## config.mk

```make
export PLATFORM = sky130hd
export DESIGN_NAME = sig_debounce
export DESIGN_NICKNAME = d
export VERILOG_FILES = /design/src/rtl/dbn_pkg.sv /design/src/rtl/dbn_sync.sv /design/src/rtl/dbn_prescale.sv /design/src/rtl/dbn_filter.sv /design/src/rtl/dbn_edge.sv /design/src/rtl/sig_debounce.sv
export SDC_FILE = /design/constraint.sdc
export NUM_CORES = 1
export LEC_CHECK = 0
export ABC_AREA = 1
export CAP_MARGIN = 20
export CELL_PAD_IN_SITES_DETAIL_PLACEMENT = 0
export CELL_PAD_IN_SITES_GLOBAL_PLACEMENT = 1
export CORE_MARGIN = 4
export CORE_UTILIZATION = 42
export CTS_CLUSTER_SIZE = 28
export DETAILED_ROUTE_END_ITERATION = 6
export DONT_BUFFER_PORTS = 1
export PLACE_DENSITY_LB_ADDON = 0.1
export SYNTH_ARGS = -nofsm -noshare
export SYNTH_HDL_FRONTEND = slang
export SYNTH_SLANG_ARGS = --single-unit
```

## constraint.sdc

```tcl
create_clock -name clk -period 1.3 [get_ports clk]
set_input_delay 0.26 -clock clk [delete_from_list [all_inputs] [get_ports clk]]
set_output_delay 0.26 -clock clk [all_outputs]
set_load 0.005 [all_outputs]
```

## src/rtl/dbn_pkg.sv

```systemverilog
package dbn_pkg;

   typedef struct packed {
      logic rise;
      logic fall;
   } dbn_edge_t;

   function automatic int dbn_ratio(input longint clk_hz, input longint smp_hz);
      return int'(clk_hz / smp_hz);
   endfunction

   function automatic longint dbn_window_ns(input int depth, input longint smp_hz);
      return (longint'(depth) * 64'd1_000_000_000) / smp_hz;
   endfunction

endpackage

```

## src/rtl/dbn_sync.sv

```systemverilog
module dbn_sync #(
   parameter int STAGES = 2
) (
   input  logic clk,
   input  logic rst,
   input  logic d,
   output logic q
);
   if (STAGES < 2) begin : g_bad_stages
      $error("dbn_sync: STAGES must be at least 2");
   end

   logic [STAGES-1:0] chain_q;

   for (genvar i = 0; i < STAGES; i++) begin : g_stage
      if (i == 0) begin : g_first
         always_ff @(posedge clk) begin
            if (rst) chain_q[0] <= 1'b0;
            else     chain_q[0] <= d;
         end
      end else begin : g_next
         always_ff @(posedge clk) begin
            if (rst) chain_q[i] <= 1'b0;
            else     chain_q[i] <= chain_q[i-1];
         end
      end
   end

   assign q = chain_q[STAGES-1];
endmodule

```

## src/rtl/dbn_prescale.sv

```systemverilog
module dbn_prescale #(
   parameter int DIV = 100
) (
   input  logic clk,
   input  logic rst,
   output logic tick
);
   localparam int CNT_W = (DIV > 1) ? $clog2(DIV) : 1;
   localparam logic [CNT_W-1:0] LAST = CNT_W'(DIV - 1);

   if (DIV < 1) begin : g_bad_div
      $error("dbn_prescale: DIV must be at least 1");
   end

   if (DIV == 1) begin : g_every
      assign tick = 1'b1;
   end else begin : g_count
      logic [CNT_W-1:0] cnt_q;
      always_ff @(posedge clk) begin
         if (rst)               cnt_q <= '0;
         else if (cnt_q == LAST) cnt_q <= '0;
         else                   cnt_q <= cnt_q + 1'b1;
      end
      assign tick = (cnt_q == LAST);
   end
endmodule

```

## src/rtl/dbn_filter.sv

```systemverilog
module dbn_filter #(
   parameter int DEPTH = 4
) (
   input  logic             clk,
   input  logic             rst,
   input  logic             tick,
   input  logic             smp,
   output logic [DEPTH-1:0] hist_q,
   output logic             level_d,
   output logic             level_q
);
   if (DEPTH < 2) begin : g_bad_depth
      $error("dbn_filter: DEPTH must be at least 2");
   end

   logic all_hi;
   logic all_lo;

   always_ff @(posedge clk) begin
      if (rst)       hist_q <= '0;
      else if (tick) hist_q <= {hist_q[DEPTH-2:0], smp};
   end

   assign all_hi = &hist_q;
   assign all_lo = ~|hist_q;

   always_comb begin
      level_d = level_q;
      if (all_hi)      level_d = 1'b1;
      else if (all_lo) level_d = 1'b0;
   end

   always_ff @(posedge clk) begin
      if (rst) level_q <= 1'b0;
      else     level_q <= level_d;
   end
endmodule

```

## src/rtl/dbn_edge.sv

```systemverilog
module dbn_edge
   import dbn_pkg::*;
(
   input  logic      clk,
   input  logic      rst,
   input  logic      level_d,
   input  logic      level_q,
   output dbn_edge_t strobe_q
);
   dbn_edge_t strobe_d;

   always_comb begin
      strobe_d.rise = level_d & ~level_q;
      strobe_d.fall = ~level_d & level_q;
   end

   always_ff @(posedge clk) begin
      if (rst) strobe_q <= '0;
      else     strobe_q <= strobe_d;
   end
endmodule

```

## src/rtl/sig_debounce.sv

```systemverilog
module sig_debounce
   import dbn_pkg::*;
#(
   parameter longint CLK_HZ      = 10_000_000,
   parameter longint SAMPLE_HZ   = 100_000,
   parameter int     DEPTH       = 4,
   parameter int     SYNC_STAGES = 2
) (
   input  logic clk,
   input  logic rst,
   input  logic din,
   output logic level_o,
   output logic rise_o,
   output logic fall_o
);
   localparam int     DIV       = dbn_ratio(CLK_HZ, SAMPLE_HZ);
   localparam longint WINDOW_NS = dbn_window_ns(DEPTH, SAMPLE_HZ);
   localparam longint MAX_WIN   = 250_000;

   if (SAMPLE_HZ <= 0 || CLK_HZ < SAMPLE_HZ) begin : g_bad_rate
      $error("sig_debounce: need 0 < SAMPLE_HZ <= CLK_HZ");
   end
   if (WINDOW_NS > MAX_WIN) begin : g_bad_window
      $error("sig_debounce: DEPTH * sample period exceeds 250 us (R9)");
   end

   logic             smp_sync;
   logic             smp_tick;
   logic [DEPTH-1:0] hist_q;
   logic             level_d;
   logic             level_q;
   dbn_edge_t        strobe;

   dbn_sync #(.STAGES(SYNC_STAGES)) u_sync (
      .clk (clk),
      .rst (rst),
      .d   (din),
      .q   (smp_sync)
   );

   dbn_prescale #(.DIV(DIV)) u_pre (
      .clk  (clk),
      .rst  (rst),
      .tick (smp_tick)
   );

   dbn_filter #(.DEPTH(DEPTH)) u_filt (
      .clk     (clk),
      .rst     (rst),
      .tick    (smp_tick),
      .smp     (smp_sync),
      .hist_q  (hist_q),
      .level_d (level_d),
      .level_q (level_q)
   );

   dbn_edge u_edge (
      .clk      (clk),
      .rst      (rst),
      .level_d  (level_d),
      .level_q  (level_q),
      .strobe_q (strobe)
   );

   assign level_o = level_q;
   assign rise_o  = strobe.rise;
   assign fall_o  = strobe.fall;
endmodule

```

==> metrics.md, run 1 <==
| Metric | Value |
|---|---|
| Slew Viols, Final | 0 |
| Placer Congestion | approximately 0.77 |
| Clock network power share | 37.8% |
| Overflow after GRT | 0 |
| Die Y | around 49 um |
| Hold Startpoint | rst |
| Part of the power in registers | approximately 58% |
| Lkg Pwr | roughly 0.31 nW |
| Via count | about 540 |
| EDFF count, synth | 0 |
| Synth unique cells | 16 |
| Combinational share of power | 4.5% |
| Clk buf depth | 2 |
| Worst Path Required | about 1.5 ns |
| Crit path DAT | around 1.4 ns |
| Critical Path Source | u_pre.g_count.cnt_q[0] |
| Antenna fix cells | 0 |
| Wire length on met2 | ~430 um |
| Slew HR | between 80% and 90% |
| Post-synth net total | 100 |
| Setup Buffers After CTS | 0 |
| Die area | about 2400 um2 |
| Max-Cap Viols | 0 |
| Setup violators final | 0 |
| Vias in the first global route | around 440 |
| Synth top area cells | dfxtp_1, nor2_1, nand2_1, inv_1, nand3_1 |
| H-Tree Depth | 1 |
| Fill count | approximately 160 |
| Rows | 14 |
| Met3 Wirelength | roughly 45 um |
| Worst-skew pair later-pin latency | 0.29 ns |
| Hold crit path type | in2reg |
| Port-buffer cells | 0 |
| Setup crit end kind | flip-flop |
| Avg Cell Area, Syn | around 7.2 um2 |
| Top cells by count, synth | nor2_1, nand2_1, dfxtp_1, inv_1, nand3_1 |
| Global-route wire length before repair | roughly 1900 um |
| Pwr/cell area | roughly 1200 nW/um2 |
| Ports | 6 |
| Drt pass-1 iters | 4 |
| Area added between synthesis and finish | 9.91% |
| Final design utilization | 49.5% |
| Drt wl/cell | a little under 10 um |
| Synthesized area | 694 um2 |
| CTS tree | built |
| Internal power | roughly 0.7 mW |
| Total CTS buffers | 3 |
| R2R Path Start | u_pre.g_count.cnt_q[0] |
| Part of the cycle the worst path needs | between 90% and 100% |
| F_max | approximately 850 MHz |
| HPWL Detailed | around 850 um |
| Seq/Total Area, Yosys | roughly 46% |
| Crit Path Class | reg2reg |
| Residual DRC | 0 |
| Worst-Margin Slew | around 0.26 ns |
| Sw power | 0.195 mW |
| CORE AREA | roughly 1500 um2 |
| Fin crit period | 1.18 ns |
| Sink Count | 16 |
| Initial core utilization | 45.0% |
| Clk root buf | clkbuf_4 |
| Cell with the most instances after synthesis | nor2_1 |
| Routed Antenna Nets | 0 |
| Synth area leader | dfxtp_1 |
| Crit-path max FO | 7 |
| DIE WIDTH | 48.7 um |
| Hold_ws | ~0.024 ns |
| Total wire length | approximately 1100 um |
| Layout Nets | 106 |
| Post-Route M1 WL | 626 um |
| Largest net degree at the start of global routing | 10 |
| RSZ-0062 raised after global routing | false |
| Max VDD drop | between 0.6 and 0.7 mV |
| Clock-pin slew on the worst setup and hold paths | approximately 0.09 ns |
| Overall routing resource usage | a little over a tenth |
| Power Total | 0.882 mW |
| Startpoint types | flip-flop |
| Top routing layer used | met4 |
| Post-Syn Instances | 96 |
| Synth warn | 0 |
| Multi-input logic area | about 310 um2 |
| Synth top area share | a little under half |
| Worst Clk Skew | ~0.0013 ns |
| Setup TNS | 0 ns |
| Synth Flop Type | dfxtp_1 |
| Number of synthesized register bits | 16 |
| Ys async rst share | 0% |
| Fraction of layout cells with a size suffix above 1 | approximately 16% |
| Iteration-0 DRC Markers | 19 |
| Vias per inst | 4.64 |
| Initial antenna violation count | 0 |
| Status | finished clean |
| Register area | about 320 um2 |
| Sw Share | 22.1% |
| Final hold vios | 0 |
## cells in the final DEF (no fill, tap or decap)
cell	n
nand2_1	18
dlygate4sd3_1	1
inv_2	1
nand4_1	1
nor2_1	20
clkbuf_8	1
nand2_2	1
nor2_2	4
ha_2	1
a21oi_1	2
nand2_4	1
nand3_1	8
dfxtp_1	16
a21oi_2	2
xor2_1	1
clkbuf_4	3
inv_1	16
nand3_2	2
o21ai_0	2
## repair_timing
action	in CTS	in global routing
endpoints found under the setup margin	0	4
resized for setup	0	1
hold buffers	0	1
endpoints found under the hold margin	0	1
## state kept, by name, indices dropped and copies added (netlist names)
register and count:
u_filt.level_q 1, u_pre.g_count.cnt_q 7, u_sync.chain_q 1, u_filt.hist_q 4, u_sync.q 1, u_edge.strobe_q 2
## critical path: stages (launching register included)
cell and delay (ns):
dfxtp_1 0.39, ha_2 0.23, inv_1 0.08, nor2_1 0.12, nand3_2 0.09, nand2_4 0.12, a21oi_1 0.05
## per-layer routing
layer  track usage, %  vias up
met5                0        -
met4             9.42        0
met3             3.68        4
met2             12.0       12
met1             15.8      227
li1                 -      300
## cells by family (layout without fill, tap and decap cells)
logic type | after synthesis | after routing | synth area share, %
adders and majority gates | 1 | 1 | 1.80
and+or+nand+nor | 55 | 55 | 36.2
DFF | 16 | 16 | 46.1
buffers and inverters | 17 | 22 | 9.19
AOI/OAI and AO/OA | 6 | 6 | 5.41
xor gates and xnor gates | 1 | 1 | 1.26
## power by group through the flow
| stage | registers, mW | clock network [mW] | logic, mW |
|---|---|---|---|
| floorplan | 0.519 | 0 | 0.0316 |
| global placement | 0.520 | 0 | 0.0370 |
| detailed placement | 0.521 | 0 | 0.0367 |
| CTS | 0.509 | 0.347 | 0.0370 |
| global route | 0.512 | 0.375 | 0.0461 |
| finish | 0.509 | 0.333 | 0.0394 |
## stage by stage
| stage | cell area, um2 | cells | setup WS, ns |
|---|---|---|---|
| 2_1_floorplan | 694 | 96 | 0.208 |
| 3_3_place_gp | 714 | 112 | 0.143 |
| 3_5_place_dp | 714 | 112 | 0.117 |
| 4_1_cts | 751 | 116 | 0.0941 |
| 5_1_grt | 763 | 117 | 0.0192 |
| 6_report | 763 | 117 | 0.121 |
## worst paths after layout
path         slack [ns]  cells after the start                      to
max reg2reg        0.12                      6  u_pre.g_count.cnt_q[5]
max                0.12                      6  u_pre.g_count.cnt_q[5]
min reg2reg        0.42                      2                u_sync.q
min                0.02                      1       u_sync.chain_q[0]
## final cells by class
class	count	area share [%]
clock buffer	4	4.75
inverter	17	8.36
multi-input combinational	63	41.0
sequential	16	42.0
tap	16	2.62
timing repair buffer	1	1.31
No activity file was read; power rests on OpenSTA's default activity.
==> run 2, diff against run 1 <==
--- a/config.mk
+++ b/config.mk
@@ -11,9 +11,11 @@
 export CELL_PAD_IN_SITES_GLOBAL_PLACEMENT = 1
 export CORE_MARGIN = 4
 export CORE_UTILIZATION = 42
+export CTS_CLUSTER_DIAMETER = 50
 export CTS_CLUSTER_SIZE = 28
 export DETAILED_ROUTE_END_ITERATION = 6
 export DONT_BUFFER_PORTS = 1
+export MAX_ROUTING_LAYER = met4
 export PLACE_DENSITY_LB_ADDON = 0.1
 export SYNTH_ARGS = -nofsm -noshare
 export SYNTH_HDL_FRONTEND = slang
==> results of run 2 <==
The final DEF is identical to that of run 1; final timing and power are the same.
Main changes from that run: final weighted congestion in routability-driven placement 0.769 -> 0.780; overall routing resource usage 10.9% -> 11.2%
